File: src/rtl/fpz_pkg.sv
package fpz_pkg;

    localparam int INSN_W   = 32;
    localparam int DATA_W   = 64;
    localparam int SGL_W    = 32;
    localparam int SGL_EXP  = 8;
    localparam int SGL_MAN  = 23;
    localparam int DBL_EXP  = 11;
    localparam int DBL_MAN  = 52;
    localparam int REG_W    = 5;
    localparam int NUM_PREC = 2;

    // encoding constants that select the relation
    localparam logic [8:0] GRP_ORD  = 9'h0FD;
    localparam logic [8:0] GRP_STR  = 9'h0BD;
    localparam logic [5:0] MID_FIX  = 6'h20;
    localparam logic [5:0] OPC_LOW  = 6'h32;
    localparam logic [5:0] OPC_MID  = 6'h36;
    localparam logic [5:0] OPC_HIGH = 6'h3A;

    typedef enum logic [2:0] {
        PRD_GE = 3'd0,
        PRD_LE = 3'd1,
        PRD_GT = 3'd2,
        PRD_EQ = 3'd3,
        PRD_LT = 3'd4
    } pred_e;

    typedef struct packed {
        logic             legal;
        pred_e            pred;
        logic             dbl;
        logic [REG_W-1:0] src;
        logic [REG_W-1:0] dst;
    } dec_s;

    typedef struct packed {
        logic nan;
        logic zero;
        logic neg;
    } cls_s;

    // truth of a relation for an operand class
    function automatic logic pred_hit(input pred_e p, input cls_s c);
        logic pos_nz;
        logic neg_nz;
        pos_nz = !c.nan && !c.zero && !c.neg;
        neg_nz = !c.nan && !c.zero &&  c.neg;
        case (p)
            PRD_GE:  return c.zero || pos_nz;
            PRD_LE:  return c.zero || neg_nz;
            PRD_GT:  return pos_nz;
            PRD_EQ:  return c.zero;
            PRD_LT:  return neg_nz;
            default: return 1'b0;
        endcase
    endfunction

    // spread one truth bit over the width chosen by precision
    function automatic logic [DATA_W-1:0] spread(input logic dbl, input logic hit);
        logic [DATA_W-1:0] m;
        m = '0;
        if (hit) begin
            if (dbl) m = '1;
            else     m[SGL_W-1:0] = '1;
        end
        return m;
    endfunction

endpackage

File: src/rtl/fpz_decode.sv
module fpz_decode
    import fpz_pkg::*;
(
    input  logic [INSN_W-1:0] insn_i,
    output dec_s              dec_o
);
    logic [8:0] grp;
    logic [5:0] mid;
    logic [5:0] opc;

    assign grp = insn_i[31:23];
    assign mid = insn_i[21:16];
    assign opc = insn_i[15:10];

    always_comb begin
        dec_o.legal = 1'b0;
        dec_o.pred  = PRD_GE;
        dec_o.dbl   = insn_i[22];
        dec_o.src   = insn_i[9:5];
        dec_o.dst   = insn_i[4:0];
        if (mid == MID_FIX) begin
            if (grp == GRP_ORD) begin
                case (opc)
                    OPC_LOW: begin dec_o.legal = 1'b1; dec_o.pred = PRD_GE; end
                    OPC_MID: begin dec_o.legal = 1'b1; dec_o.pred = PRD_LE; end
                    default: dec_o.legal = 1'b0;
                endcase
            end else if (grp == GRP_STR) begin
                case (opc)
                    OPC_LOW:  begin dec_o.legal = 1'b1; dec_o.pred = PRD_GT; end
                    OPC_MID:  begin dec_o.legal = 1'b1; dec_o.pred = PRD_EQ; end
                    OPC_HIGH: begin dec_o.legal = 1'b1; dec_o.pred = PRD_LT; end
                    default:  dec_o.legal = 1'b0;
                endcase
            end
        end
    end
endmodule

File: src/rtl/fpz_classify.sv
module fpz_classify
    import fpz_pkg::*;
#(
    parameter int EXP_W = 8,
    parameter int MAN_W = 23,
    localparam int VAL_W = EXP_W + MAN_W + 1
) (
    input  logic [VAL_W-1:0] val_i,
    output cls_s             cls_o
);
    logic [EXP_W-1:0] expo;
    logic [MAN_W-1:0] mant;

    assign expo = val_i[VAL_W-2 -: EXP_W];
    assign mant = val_i[MAN_W-1:0];

    always_comb begin
        cls_o.nan  = (&expo) && (|mant);
        cls_o.zero = ~(|expo) && ~(|mant);
        cls_o.neg  = val_i[VAL_W-1];
    end
endmodule

File: src/rtl/fpz_cmp_unit.sv
module fpz_cmp_unit
    import fpz_pkg::*;
(
    input  logic              clk,
    input  logic              rst,
    input  logic [INSN_W-1:0] insn_i,
    input  logic [DATA_W-1:0] opnd_i,
    output logic [DATA_W-1:0] mask_o,
    output logic              valid_o,
    output logic              unalloc_o,
    output logic [REG_W-1:0]  src_o,
    output logic [REG_W-1:0]  dst_o
);
    dec_s dec;
    cls_s cls_v [NUM_PREC];
    cls_s cls_sel;
    logic hit;
    logic [DATA_W-1:0] mask_nx;

    fpz_decode u_dec (
        .insn_i (insn_i),
        .dec_o  (dec)
    );

    // one classifier per precision; index 0 single, index 1 double
    for (genvar g = 0; g < NUM_PREC; g++) begin : g_prec
        localparam int EW = (g == 0) ? SGL_EXP : DBL_EXP;
        localparam int MW = (g == 0) ? SGL_MAN : DBL_MAN;
        localparam int VW = EW + MW + 1;
        fpz_classify #(
            .EXP_W (EW),
            .MAN_W (MW)
        ) u_cls (
            .val_i (opnd_i[VW-1:0]),
            .cls_o (cls_v[g])
        );
    end

    always_comb begin
        cls_sel = dec.dbl ? cls_v[1] : cls_v[0];
        hit     = dec.legal && pred_hit(dec.pred, cls_sel);
        mask_nx = spread(dec.dbl, hit);
    end

    always_ff @(posedge clk) begin
        if (rst) begin
            mask_o    <= '0;
            valid_o   <= 1'b0;
            unalloc_o <= 1'b0;
            src_o     <= '0;
            dst_o     <= '0;
        end else begin
            mask_o    <= mask_nx;
            valid_o   <= dec.legal;
            unalloc_o <= !dec.legal;
            src_o     <= dec.src;
            dst_o     <= dec.dst;
        end
    end
endmodule


File: config.mk
export PLATFORM = sky130hd
export DESIGN_NAME = fpz_cmp_unit
export DESIGN_NICKNAME = d
export VERILOG_FILES = /design/src/rtl/fpz_pkg.sv /design/src/rtl/fpz_decode.sv /design/src/rtl/fpz_classify.sv /design/src/rtl/fpz_cmp_unit.sv
export SDC_FILE = /design/constraint.sdc
export NUM_CORES = 1
export LEC_CHECK = 0
export ABC_CLOCK_PERIOD_IN_PS = 2009
export BUFFER_PORTS_ARGS = -buffer_cell sky130_fd_sc_hd__buf_2
export CAP_MARGIN = 20
export CORE_UTILIZATION = 30
export CTS_CLUSTER_SIZE = 28
export DETAILED_ROUTE_END_ITERATION = 8
export PLACE_DENSITY = 0.78
export REMOVE_ABC_BUFFERS = 1
export SLEW_MARGIN = 20
export SYNTH_ARGS = -nofsm -noshare
export SYNTH_HDL_FRONTEND = slang
export SYNTH_HIERARCHICAL = 1
export SYNTH_SLANG_ARGS = --single-unit
File: constraint.sdc
create_clock -name clk -period 2.01 [get_ports clk]
set_clock_uncertainty 0.1 [all_clocks]
set_input_delay 0.1005 -clock clk [delete_from_list [all_inputs] [get_ports clk]]
set_output_delay 0.1005 -clock clk [all_outputs]
set_load 0.01 [all_outputs]
==> results of run 1 <==
[worst paths after layout]
path                    from          to  cells past startpoint
setup / recovery  opnd_i[21]  mask_o[30]                      9
hold / removal           rst   unalloc_o                      2
[cells by family after synthesis]
group / share of synthesized area [%]
compound gates: 4.10
xor+xnor: 0.611
buf+inv: 39.8
flops: 19.6
mux: 0.699
simple gates: 35.2
[synth_stat cells, types with 2 or more instances]
cell type   n  area share, %
nor4_2      6            5.2
nand4_1     8            3.5
nor3_1      6            2.1
nand3_1     2           0.70
buf_4      75             39
nor2_1      4            1.0
nor4_1     23             10
o21a_1      2            1.0
nand2_1     4            1.0
nor2b_1    12            5.2
and4b_1     2            1.4
dfxtp_1    14             20
[cell type report]
| class | instances | area [um^2] |
|---|---|---|
| multi-input combinational | 83 | 604 |
| inverter | 1 | 3.75 |
| clock buffer | 4 | 55.1 |
| tap | 52 | 65.1 |
| sequential | 14 | 280 |
| fill | 421 | 2380 |
| timing repair buffer | 199 | 1090 |
[placed cells by master (no fill, tap or decap), types with 2 or more instances in the layout]
cell	count
nand2_1	4
clkbuf_8	4
dfxtp_1	14
o21a_1	2
nand4_1	8
nor3_1	6
nor4_2	9
nand3_1	2
buf_2	173
nor2b_1	12
dlygate4sd3_1	10
buf_4	16
and4b_1	2
nor4_1	20
nor2_1	4
[critical path: stages]
cell and delay [ps]:
buf_2 110, nor4_2 340, nand4_1 150, nor4_2 320
and4_1 250, nor2_1 50, a31o_2 260, a21o_1 160
or2_1 220
[sequential cells by signal, summed over array words and instances (netlist names)]
register   flops
unalloc_o      1
dst_o          5
valid_o        1
src_o          5
mask_o         2
[metal layers]
layer	up-vias	routed length, um	global-route usage, %
met5	-	0	0
met4	0	129	6.00
met3	18	357	3.13
met2	114	2220	29.1
met1	766	1500	17.7
li1	809	-	-
[timing repair]
action / 4_1_cts / 5_1_grt
endpoints found under the setup margin: 0 / 2
endpoints found under the hold margin: 10 / 0
resized for setup: 0 / 4
hold buffers: 10 / 0
[power by group]
group	switching [W]	total (W)	internal, W
Sequential	0.00000279	0.000292	0.000289
Combinational	0.0000821	0.000204	0.000122
Clock	0.0000990	0.000272	0.000173
Total	0.000184	0.000768	0.000584
[metrics by stage]
step | std cells | hold slack, ps | utilization [%] | total power [W]
3_3_place_gp | 339 | 206 | 42.8 | 0.000476
2_1_floorplan | 98 | 67.2 | - | 0.000335
6_report | 353 | 59.0 | 46.8 | 0.000768
4_1_cts | 353 | 52.4 | 46.3 | 0.000773
3_5_place_dp | 339 | 218 | 42.8 | 0.000481
5_1_grt | 353 | 63.3 | 46.8 | 0.000811
==> flow_summary.toml, run 1 <==
[clocking]
post_cts_buffers = 0
cts_buffer_depth = 2
cts_made_buffers = 3
cts_htree_levels = 1
clk_pin_slew_worst_paths_ps = 60
cts_tree = "yes"
cts_sinks = 14
ctsRootBufferMaster = "clkbuf_8"

[detailed_routing]
wl_um = 4210
dr.pass1.iters = 8
ant_nets = 0
drt-initial-drc-count = 99
num_vias = 1707
post_drt_wl_per_cell_um = 11.9
viasPerCell = 4.84
drc = 13

[status]
status = "finished with violations"
failed_checks = "design-rule violations"

[layout]
syn2layout_area_growth_pct = 46.2
n_antenna_cell = 0
finish.instance_area_mm2 = 0.00209
layout-drive-gt1-share_pct = 69.1
fin_nets = 400

[sta]
worst_pin_slew_ps = 722
tns_ps = 0
setup_viol = 0
post-route-min-period_ps = 1930
relSlewSlack_pct = 51.8
slew_viol_final = 0
layout_setup_ws_ps = 82.8
grt_setup_unrepaired = "no"
max_freq_mhz = 519
finalCritPeriodShare_pct = 95.9
hold_viol = 0

[global_routing]
overflow = 0
antenna_found_initial = 0
track_usage_pct = 15.7
grt_pass1_vias = 1483
grt_max_degree = 33
grt_pass1_wl_um = 6420

[power]
cellLeakagePower_nw = 1.19
vdd_drop_max_uv = 244
p_per_area_mw_per_mm2 = 367

[flow_run]
maxCapViolCount = 0

[yosys]
synth_async_sr_flop_share_pct = 0
synth_cell_types = 28
synth.avg_cell_area_um2 = 8.23
syn_area_mm2 = 0.00143
ys_seq_area_share_pct = 19.6
syn_inst = 174
ys_seq_elements = 14
synth_ff_type = "dfxtp_1"
synth-edff-count = 0
yosys_warnings = 6

[floorplanning]
ioPinCount = 174
die_w_um = 71.1
core-area_mm2 = 0.00447
die-area_mm2 = 0.00506
initial_core_util_pct = 32.0
die_h_um = 71.1
rows = 24

[hold_path]
hold_class = "primary input to flop"

[placed_design]
gp_congestion = 1.01
io_buffer_count = 173
dpl_cell_area_mm2 = 0.00192
hpwl_um = 3530
pre_cts_ws_ps = -229

[worst_setup_path]
crit_path_end_kind = "flop"
critPathRequiredTime_ps = 2040
critPathKind = "primary input to flop"
cp_max_fo = 2
cp.arrival_ps = 1960
startpoint_type = "primary input"
Power figures use the tool's default switching activity.
==> run 2: changes to the inputs <==
- CELL_PAD_IN_SITES_DETAIL_PLACEMENT: not set -> 1
- CELL_PAD_IN_SITES_GLOBAL_PLACEMENT: not set -> 2
- CORE_UTILIZATION: 30 -> 13
- PLACE_DENSITY: 0.78 -> not set
- PLACE_DENSITY_LB_ADDON: not set -> 0.1
==> run 2 against run 1 <==
Compared with the run above:
- flip-flop and latch count did not move
- routed wire length rose by 29%
- non-clock buffer count rose by 12
- global-route usage fell by 6.8 points
- die area rose by 130%
- count of clock-buffer cells in the layout did not move
- the flow now finishes without violations
- utilization fell by 25 points
- largest power group unchanged
- first-iteration DRC count fell by 82%
- critical path type unchanged
- critical path depth did not move
==> flow_summary.toml, run 2 (synthesis results as in run 1) <==
[floorplanning]
die_w_um = 107
die-area_mm2 = 0.0114
rows = 37
initial_core_util_pct = 13.6
die_h_um = 107
core-area_mm2 = 0.0105
ioPinCount = 174

[sta]
slew_viol_final = 0
setup_viol = 0
finalCritPeriodShare_pct = 98.1
relSlewSlack_pct = 51.9
post-route-min-period_ps = 1970
hold_viol = 0
worst_pin_slew_ps = 720
hold_slack_ps = 53.4
max_freq_mhz = 507
layout_setup_ws_ps = 38.1

[clocking]
clk_pin_slew_worst_paths_ps = 60
cts_buffer_depth = 2
cts_sinks = 14
ctsRootBufferMaster = "clkbuf_8"
cts_made_buffers = 3
cts_tree = "yes"
cts_htree_levels = 1

[layout]
final_common_cell = "buf_2"
syn2layout_area_growth_pct = 63.3
layout-drive-gt1-share_pct = 71.6
n_antenna_cell = 0
finish.instance_area_mm2 = 0.00234
postLayoutCoreUtil_pct = 22.3
multi_input_area_um2 = 654
regArea_um2 = 280
largest_registers = "dst_o (5), src_o (5), mask_o (2)"
finalNonFillerCells = 449
final_cell_mix = "173 x buf_2, 28 x buf_4, 16 x nor4_1"
filler_cell_count = 1297
fin_nets = 412

[placed_design]
pre_cts_ws_ps = -459
hpwl_um = 4950
io_buffer_count = 173
gp_congestion = 0.681
place_inst = 435
dpl_cell_area_mm2 = 0.00211

[global_routing]
grt_pass1_wl_um = 8070
grt_max_degree = 33
grt_pass1_vias = 1669
antenna_found_initial = 0
track_usage_pct = 8.90
overflow = 0

[worst_setup_path]
startpoint_type = "primary input"
cp.arrival_ps = 2010
crit_path_end_kind = "flop"
critPathRequiredTime_ps = 2050
critPathKind = "primary input to flop"
cp_max_fo = 3

[detailed_routing]
wl_um = 5440
post_drt_wl_per_cell_um = 12.1
drc = 0
drt-initial-drc-count = 18
dr.pass1.iters = 3
viasPerCell = 3.60
ant_nets = 0
num_vias = 1618

[status]
status = "complete, no violations"

[hold_path]
hold_class = "primary input to flop"

[flow_run]
maxCapViolCount = 0

[power]
p_per_area_mw_per_mm2 = 337
vdd_drop_max_uv = 185
cellLeakagePower_nw = 1.27
-- run 2: final cells by class --
type	instances	area share [%]
multi-input cells	83	28.0
inverters	1	0.160
repair buffers	211	50.3
well taps	136	7.27
clock buffers	4	2.35
flip-flops and latches	14	12.0
-- run 2: final timing paths --
| kind | startpoint | endpoint | slack, ps | cells after the start |
|---|---|---|---|---|
| max | opnd_i[14] | mask_o[30] | 40 | 9 |
| min | insn_i[22] | mask_o[62] | 50 | 2 |
-- run 2: what timing repair did --
item / 4_1_cts / 5_1_grt
gates resized for setup: 6 / 5
endpoints found under the hold margin: 10 / 0
pin swaps: 0 / 5
buffers inserted: 0 / 0
hold buffers: 10 / 0
endpoints found under the setup margin: 2 / 2
-- run 2: through the flow --
step	total power, W	TNS (ps)
finish	0.000790	0
global route	0.000849	-1.24
CTS	0.000803	0
detailed placement	0.000499	-879
global placement	0.000497	-734
floorplan	0.000335	-33070
-- run 2: critical path, cell delays in order --
cell,delay (ps)
buf_2,120
nor4_4,270
nand4_1,200
nor4_4,370
and4_4,290
nor2_1,50
a31o_2,230
a21o_1,160
or2_1,220
-- run 2: layer usage --
layer	track usage (%)	up-vias	share of wire, %
met5	0	-	0
li1	-	831	-
met1	10.0	730	39
met3	2.07	4	4.8
met4	1.37	0	0.72
met2	17.1	53	56
-- run 2: power by group --
part	leakage (nW)	switching, W	internal [W]
Combinational	1.13	0.0000903	0.000133
Clock	0.0288	0.000102	0.000173
Sequential	0.116	0.00000210	0.000289
==> run 3: changes to the inputs <==
- CORE_ASPECT_RATIO: not set -> 0.9
==> run 3 against run 2 <==
Compared with the run above:
- largest cell class unchanged
- routed wire length is 3.3% higher
- critical path type unchanged
- non-clock buffer count grew 7
- flip-flop and latch count unchanged
- the run now ends with negative hold slack left
==> flow_summary.toml, run 3 (synthesis results as in run 1) <==
[floorplanning]
core-area_mm2 = 0.0105
ioPinCount = 174
rows = 35
die_h_um = 102
die_w_um = 113
die-area_mm2 = 0.0114
initial_core_util_pct = 13.7

[clocking]
clk_pin_slew_worst_paths_ps = 50
ctsRootBufferMaster = "clkbuf_16"
cts_tree = "yes"
cts_sinks = 14
cts_buffer_depth = 2
cts_made_buffers = 3
cts_htree_levels = 1

[hold_path]
whs_path_depth = 2
hold_class = "primary input to flop"
min_from = "insn_i[0]"
holdPathEnd = "dst_o[0]"

[layout]
layout-drive-gt1-share_pct = 73.1
largest_registers = "dst_o (5), src_o (5), mask_o (2)"
filler_cell_count = 1285
fin_nets = 419
finish.instance_area_mm2 = 0.00248
n_antenna_cell = 0
syn2layout_area_growth_pct = 73.1
multi_input_area_um2 = 678
final_cell_mix = "167 x buf_2, 35 x buf_4, 16 x nor4_1"
final_common_cell = "buf_2"
regArea_um2 = 280

[sta]
post-route-min-period_ps = 1920
layout_setup_ws_ps = 91.8
max_freq_mhz = 521
worst_pin_slew_ps = 718
slew_viol_final = 0
setup_viol = 0
grt_setup_unrepaired = "yes"
relSlewSlack_pct = 52.1
hold_slack_ps = -3.32
finalCritPeriodShare_pct = 95.4
hold_viol = 1

[placed_design]
io_buffer_count = 173
gp_congestion = 0.706
hpwl_um = 4990
dpl_cell_area_mm2 = 0.00216
pre_cts_ws_ps = -355

[worst_setup_path]
cp_max_fo = 3
critPathRequiredTime_ps = 2040
crit_path_end_kind = "flop"
startpoint_type = "primary input"
critPathKind = "primary input to flop"
cp.arrival_ps = 1950

[power]
finalPower_w = 0.000953
vdd_drop_max_uv = 217
cellLeakagePower_nw = 1.34
p_per_area_mw_per_mm2 = 384

[detailed_routing]
drc = 0
dr.pass1.iters = 4
drt-initial-drc-count = 13
num_vias = 1647
viasPerCell = 3.67
ant_nets = 0
post_drt_wl_per_cell_um = 12.5
wl_um = 5620

[status]
failed_checks = "negative hold slack"
status = "finished with violations"

[global_routing]
overflow = 0
grt_pass1_vias = 1612
grt_pass1_wl_um = 8040
grt_max_degree = 33
track_usage_pct = 8.83
antenna_found_initial = 0

[flow_run]
maxCapViolCount = 0
-- run 3: layout make-up --
| cell class | count | area share [%] |
|---|---|---|
| Timing Repair Buffer | 218 | 51.1 |
| Clock buffer | 4 | 3.58 |
| Inverter | 1 | 0.151 |
| Tap cell | 129 | 6.51 |
| Multi-Input combinational cell | 83 | 27.3 |
| Sequential cell | 14 | 11.3 |
-- run 3: timing repair --
action                                  4_1_cts  5_1_grt
cloned                                        0        0
endpoints found under the hold margin         9        0
resized for setup                             6       20
pin swaps                                     3       15
hold buffers                                  9        0
endpoints found under the setup margin        2        2
buffers inserted                              1        0
-- run 3: critical path, stage by stage --
cell and delay, ps:
buf_2 120, nor4_4 250, nand4_1 180, nor4_4 360, and4_4 310, nor2_2 40
a31o_2 220, a21o_1 160, or2_1 200
-- run 3: report_power, final --
group	switching [W]	internal, W	leakage, nW
sequential	0.00000233	0.000290	0.116
combinational	0.0000945	0.000149	1.18
clock	0.000116	0.000302	0.0442
total	0.000213	0.000740	1.34
-- run 3: worst max-delay path by stage --
stage | end | cells after the start | from | slack, ps
after floorplan | mask_o[0] | 0 | mask_o[30] | -520
after global placement | mask_o[30] | 9 | opnd_i[21] | -260
after detailed placement | mask_o[30] | 9 | opnd_i[21] | -360
after CTS | mask_o[30] | 9 | opnd_i[38] | 6
after global routing | mask_o[62] | 11 | opnd_i[50] | -10
final | mask_o[30] | 9 | opnd_i[22] | 90
-- run 3: per-stage QoR --
step	util, %	setup TNS (ps)	std cells
6_report	23.7	0	449
3_3_place_gp	20.6	-475	435
5_1_grt	23.7	-25.0	449
3_5_place_dp	20.6	-667	435
2_1_floorplan	-	-33070	98
4_1_cts	22.7	0	449
-- run 3: layer usage --
metal / GRT usage [%] / vias up / wire [um]
met5: 0 / - / 0
met4: 0.923 / 0 / 18
met3: 1.68 / 2 / 273
met2: 16.8 / 49 / 3110
met1: 10.6 / 747 / 2220
li1: - / 849 / -
